==> src/rtl/spi_port.sv <==
module spi_port #(
  parameter int RATE_W = 3
) (
  input  logic       clk,
  input  logic       rst_n,
  input  logic [1:0] reg_sel,
  input  logic       reg_wr,
  input  logic       reg_rd,
  input  logic [7:0] reg_wdata,
  output logic [7:0] reg_rdata,
  input  logic       sck_i,
  output logic       sck_o,
  output logic       sck_oe,
  input  logic       mosi_i,
  output logic       mosi_o,
  output logic       mosi_oe,
  input  logic       miso_i,
  output logic       miso_o,
  output logic       miso_oe,
  input  logic       ss_n_i
);
  localparam int HALF_MAX = 1 << ((1 << RATE_W) - 1);
  localparam int PRE_W = (HALF_MAX > 1) ? $clog2(HALF_MAX) : 1;

  logic              en, master, cpol, cpha;
  logic [RATE_W-1:0] rate;
  logic              soft_en, soft_lvl;
  logic              done, wcol, stat_seen;
  logic [7:0]        sreg, rxbuf;
  logic              out_bit, act, sckn;
  logic [2:0]        cnt;
  logic [3:0]        hcnt;
  logic [PRE_W-1:0]  pre;
  logic [2:0]        sck_s;
  logic [1:0]        mosi_s, ss_s;

  logic [PRE_W:0]    half;
  logic [PRE_W-1:0]  half_m1;
  logic ss_int, wr_data, data_acc, coll, m_block, accept, tick;
  logic nl, pl, s_on, lead, trail, sample, drive, din, last;
  logic [7:0] sh_next;

  assign half     = (PRE_W+1)'(1) << rate;
  assign half_m1  = half[PRE_W-1:0] - PRE_W'(1);
  assign ss_int   = soft_en ? soft_lvl : ss_s[1];
  assign wr_data  = reg_wr && reg_sel == 2'd3;
  assign data_acc = (reg_wr || reg_rd) && reg_sel == 2'd3;
  assign coll     = en && (act || (!master && !cpha && !ss_int));
  assign m_block  = en && master && !ss_int;
  assign accept   = wr_data && !coll && !m_block;
  assign tick     = en && master && act && pre == half_m1;
  assign nl       = sck_s[1] ^ cpol;
  assign pl       = sck_s[2] ^ cpol;
  assign s_on     = en && !master && !ss_int;
  assign lead     = master ? (tick && !sckn) : (s_on && nl && !pl);
  assign trail    = master ? (tick && sckn)  : (s_on && !nl && pl);
  assign sample   = cpha ? trail : lead;
  assign drive    = cpha ? lead : trail;
  assign din      = master ? miso_i : mosi_s[1];
  assign last     = sample && cnt == 3'd7;
  assign sh_next  = {sreg[6:0], din};

  assign sck_o   = cpol ^ sckn;
  assign sck_oe  = en && master;
  assign mosi_o  = out_bit;
  assign mosi_oe = en && master;
  assign miso_o  = out_bit;
  assign miso_oe = en && !master && !ss_int;

  always_comb begin
    case (reg_sel)
      2'd0:    reg_rdata = 8'({rate, cpha, cpol, master, en});
      2'd1:    reg_rdata = {6'd0, wcol, done};
      2'd2:    reg_rdata = {6'd0, soft_lvl, soft_en};
      default: reg_rdata = rxbuf;
    endcase
  end

  always_ff @(posedge clk or negedge rst_n) begin
    if (!rst_n) begin
      {en, master, cpol, cpha} <= '0;
      rate      <= '0;
      soft_en   <= 1'b0;
      soft_lvl  <= 1'b1;
      done      <= 1'b0;
      wcol      <= 1'b0;
      stat_seen <= 1'b0;
      sreg      <= '0;
      rxbuf     <= '0;
      out_bit   <= 1'b0;
      act       <= 1'b0;
      sckn      <= 1'b0;
      cnt       <= '0;
      hcnt      <= '0;
      pre       <= '0;
      sck_s     <= '0;
      mosi_s    <= '0;
      ss_s      <= 2'b11;
    end else begin
      sck_s  <= {sck_s[1:0], sck_i};
      mosi_s <= {mosi_s[0], mosi_i};
      ss_s   <= {ss_s[0], ss_n_i};

      if (reg_wr && reg_sel == 2'd0) begin
        en     <= reg_wdata[0];
        master <= reg_wdata[1];
        cpol   <= reg_wdata[2];
        cpha   <= reg_wdata[3];
        rate   <= reg_wdata[4 +: RATE_W];
      end
      if (reg_wr && reg_sel == 2'd2) begin
        soft_en  <= reg_wdata[0];
        soft_lvl <= reg_wdata[1];
      end

      if (reg_rd && reg_sel == 2'd1) stat_seen <= 1'b1;
      if (data_acc && stat_seen) begin
        done      <= 1'b0;
        wcol      <= 1'b0;
        stat_seen <= 1'b0;
      end
      if (wr_data && coll) wcol <= 1'b1;

      if (drive) out_bit <= sreg[7];
      if (accept) begin
        sreg    <= reg_wdata;
        out_bit <= reg_wdata[7];
      end
      if (accept && en && master) begin
        act  <= 1'b1;
        sckn <= 1'b0;
        hcnt <= '0;
        cnt  <= '0;
      end

      if (en && master && act) pre <= tick ? '0 : pre + PRE_W'(1);
      if (accept && en && master) pre <= '0;
      if (tick) begin
        sckn <= !sckn;
        hcnt <= hcnt + 4'd1;
        if (hcnt == 4'd15) act <= 1'b0;
      end
      if (!master && lead) act <= 1'b1;

      if (sample) begin
        sreg <= sh_next;
        cnt  <= cnt + 3'd1;
      end
      if (last) begin
        rxbuf <= sh_next;
        done  <= 1'b1;
        if (!master) act <= 1'b0;
      end

      if (en && !master && ss_int) begin
        cnt <= '0;
        act <= 1'b0;
      end
      if (!en) begin
        act  <= 1'b0;
        cnt  <= '0;
        sckn <= 1'b0;
        pre  <= '0;
        hcnt <= '0;
      end
    end
  end
endmodule

==> config.mk <==
export PLATFORM = sky130hd
export DESIGN_NAME = spi_port
export DESIGN_NICKNAME = d
export VERILOG_FILES = /design/src/rtl/spi_port.sv
export SDC_FILE = /design/constraint.sdc
export NUM_CORES = 1
export LEC_CHECK = 0
export ABC_AREA = 1
export BUFFER_PORTS_ARGS = -buffer_cell sky130_fd_sc_hd__clkbuf_2
export CAP_MARGIN = 5
export CORE_MARGIN = 2
export CORE_UTILIZATION = 30
export DETAILED_ROUTE_END_ITERATION = 12
export GPL_ROUTABILITY_DRIVEN = 0
export SLEW_MARGIN = 25
export SYNTH_ARGS = -nofsm -noshare
export SYNTH_HDL_FRONTEND = slang
export SYNTH_SLANG_ARGS = --single-unit
==> constraint.sdc <==
create_clock -name clk -period 6.5 [get_ports clk]
set_clock_uncertainty 0.1 [all_clocks]
set_input_delay 0.325 -clock clk [delete_from_list [all_inputs] [get_ports clk]]
set_output_delay 0.325 -clock clk [all_outputs]
set_load 0.03 [all_outputs]
==> flow_summary.ini <==
[power_and_ir_drop]
p_per_area_nw_per_um2 = 267
power_switching_w = 0.000332
seq_power_share = 0.484
peakVddDrop_uv = 125
p_comb_frac = 0.281
power.total_w = 0.000863
p_clk_frac = 0.234
leakage_nw = 1.64
p_sw_frac = 0.384
internal_power_w = 0.000531

[synthesis]
synth-async-reset-ratio = 1.00
postSynthAreaPerCell_sq_um = 7.71
synth_flop_cell = dfrtp_1
synth.distinct_cells = 35
ys_ff_latch = 52
syn-num-nets = 399
synth-edff-count = 0
yosys_warnings = 0
synthCells = 376
ys_seq_area_frac = 0.450
syn-cell-area_sq_um = 2900

[finish]
fin_area_sq_um = 3230
area_delta_synth_final_pct = 11.5
final_common_cell = nand2_1
mostFrequentLayoutCells = nand2_1 (130), dfrtp_1 (49), nand3_1 (39)
drive_gt1_frac = 0.148
stdcell_count = 535
num-nets-final = 428
diodes = 0

[floorplan]
rows = 35
io_pins = 32
core-area_sq_um = 9330
die_h_um = 102
die-width_um = 102
die-area_sq_um = 10500
start_util = 0.311

[sta]
fin_crit_ps = 2820
max_freq_ghz = 0.354
hold_viol = 0
fin_ws_ps = 3680
relSlewSlack = 0.532
worst_slew_pin_slew_ps = 702
finalMaxSlewViolations = 0
post-route-period-util = 0.435
tns_ps = 0
rsz0062_at_grt = false
setup_viol = 0

[clocking]
postCtsSetupRepairBufs = 0
cts.repair.resized = 0
clk_latency_ps = 320
path_clk_slew_ps = 120
clock_path_buffers = 2
postCtsHoldBufs = 1
cts_max_level = 2
clock-sinks = 52
cts_tree = yes
numCtsBuffers = 5
cts_root_buf = clkbuf_8

[grt]
grt_pass1_vias = 2410
grt_max_degree = 53
grt_pass1_wl_um = 11600
grt_use_total = 0.141
overflow = 0
antenna_found_initial = 0

[setup_path]
path_max_fanout = 20
end_kind = register
critPathKind = reg -> reg
critPathLaunchType = register
critPathRequiredTime_ps = 6620
arrival_ps = 2940

[min_path]
hold_class = in -> async

[route]
first_iter_violations = 128
vias = 2538
ant_nets = 0
drc = 0
via_per_inst = 4.74
wl_per_cell_um = 12.9
routed_wl_um = 6900
drt-pass1-iter-count = 4

[placed_design]
dpl.hpwl_um = 5120
dpl_cell_area_sq_um = 3130
dpl_worst_slack_ps = 3720
io_buffers = 31
dp.cells = 526

[status]
status = finished clean

[flow_run]
maxCapViolCount = 0
## cells in the mapped netlist, types with 3 or more instances
cell type,n,area (sq um)
nor3_1,5,25.0
nand2_2,5,31.3
nor2_1,18,67.6
nor2_2,3,18.8
ha_1,5,62.6
inv_2,3,11.3
nand3b_1,8,60.1
o21ai_0,21,105
nand4_1,12,75.1
a21oi_1,8,40.0
xor2_1,4,35.0
nand2_1,130,488
buf_6,4,45.0
inv_1,35,131
nand3_1,39,195
buf_4,3,22.5
dfrtp_1,49,1230
dfstp_2,3,78.8
## through the flow
step,hold slack [ps],utilization
global route,1.17,0.346
CTS,5.05,0.346
finish,10.6,0.346
detailed placement,236,0.335
global placement,234,0.335
floorplan,-70.6,-
## cell families after synthesis
logic type               after synthesis  share of synthesized area
multiplexers                           2                    0.00734
flip-flops                            52                      0.450
adder cells (fa/ha/maj)                5                     0.0216
XOR/XNOR                               6                     0.0181
AND/OR/NAND/NOR                      226                      0.353
AO/OA/AOI/OAI                         35                     0.0665
buffers and inverters                 50                     0.0833
## final timing paths
check	depth (start not counted)	endpoint	slack [ps]	from
hold / removal	2	pre[5]$_DFFE_PN0P_	10	rst_n
setup / recovery	15	sreg[1]$_DFFE_PN0P_	3680	rate[1]$_DFFE_PN0P_
min in group clk	1	mosi_s[0]$_DFF_PN0_	10	mosi_i
hold reg to reg	0	sck_s[1]$_DFF_PN0_	240	sck_s[0]$_DFF_PN0_
max in group asynchronous	2	act$_DFF_PN0_	5800	rst_n
setup reg to reg	15	sreg[1]$_DFFE_PN0P_	3680	rate[1]$_DFFE_PN0P_
## power groups by stage
stage,sequential [W],clock [W],combinational [W]
floorplan,0.000414,0,0.000195
global placement,0.000423,0,0.000239
detailed placement,0.000424,0,0.000242
CTS,0.000417,0.000209,0.000244
global route,0.000425,0.000225,0.000275
finish,0.000418,0.000202,0.000243
## layout make-up
cell class / instances / area [sq um]
Fill cell: 986 / 6100
Multi-Input combinational cell: 274 / 1350
Sequential cell: 52 / 1310
Timing Repair Buffer: 33 / 173
Tap cell: 129 / 161
Inverter: 39 / 146
Clock buffer: 5 / 68.8
Clock inverter: 3 / 25.0
## registers in the layout, summed over array words and instances (netlist names), 2 cells and up
register,flops
sreg,8
mosi_s,2
hcnt,4
ss_s,2
cnt,3
pre,7
sck_s,3
rate,3
rxbuf,8
## worst max-delay path, cell delays in order, from the launching register on
cell and delay [ps]:
dfrtp_1 480, nor2_2 220, nand2_2 70, ha_1 270, inv_1 110, nand2_1 60
nand2_1 60, nand2_1 60, nand3_1 100, nor2_2 50, nand4_1 120, nand3_2 370
nand2_2 440, nand2_1 90, nand2_1 70, nand2_1 60
## layer usage
layer,part of all wire,GRT usage,wire [um],vias to the layer above
li1,-,-,-,1279
met1,0.52,0.206,3570,1186
met2,0.43,0.217,2940,64
met3,0.040,0.0226,277,9
met4,0.017,0.0410,115,0
met5,0,0,0,-
Power figures use the tool's default switching activity.
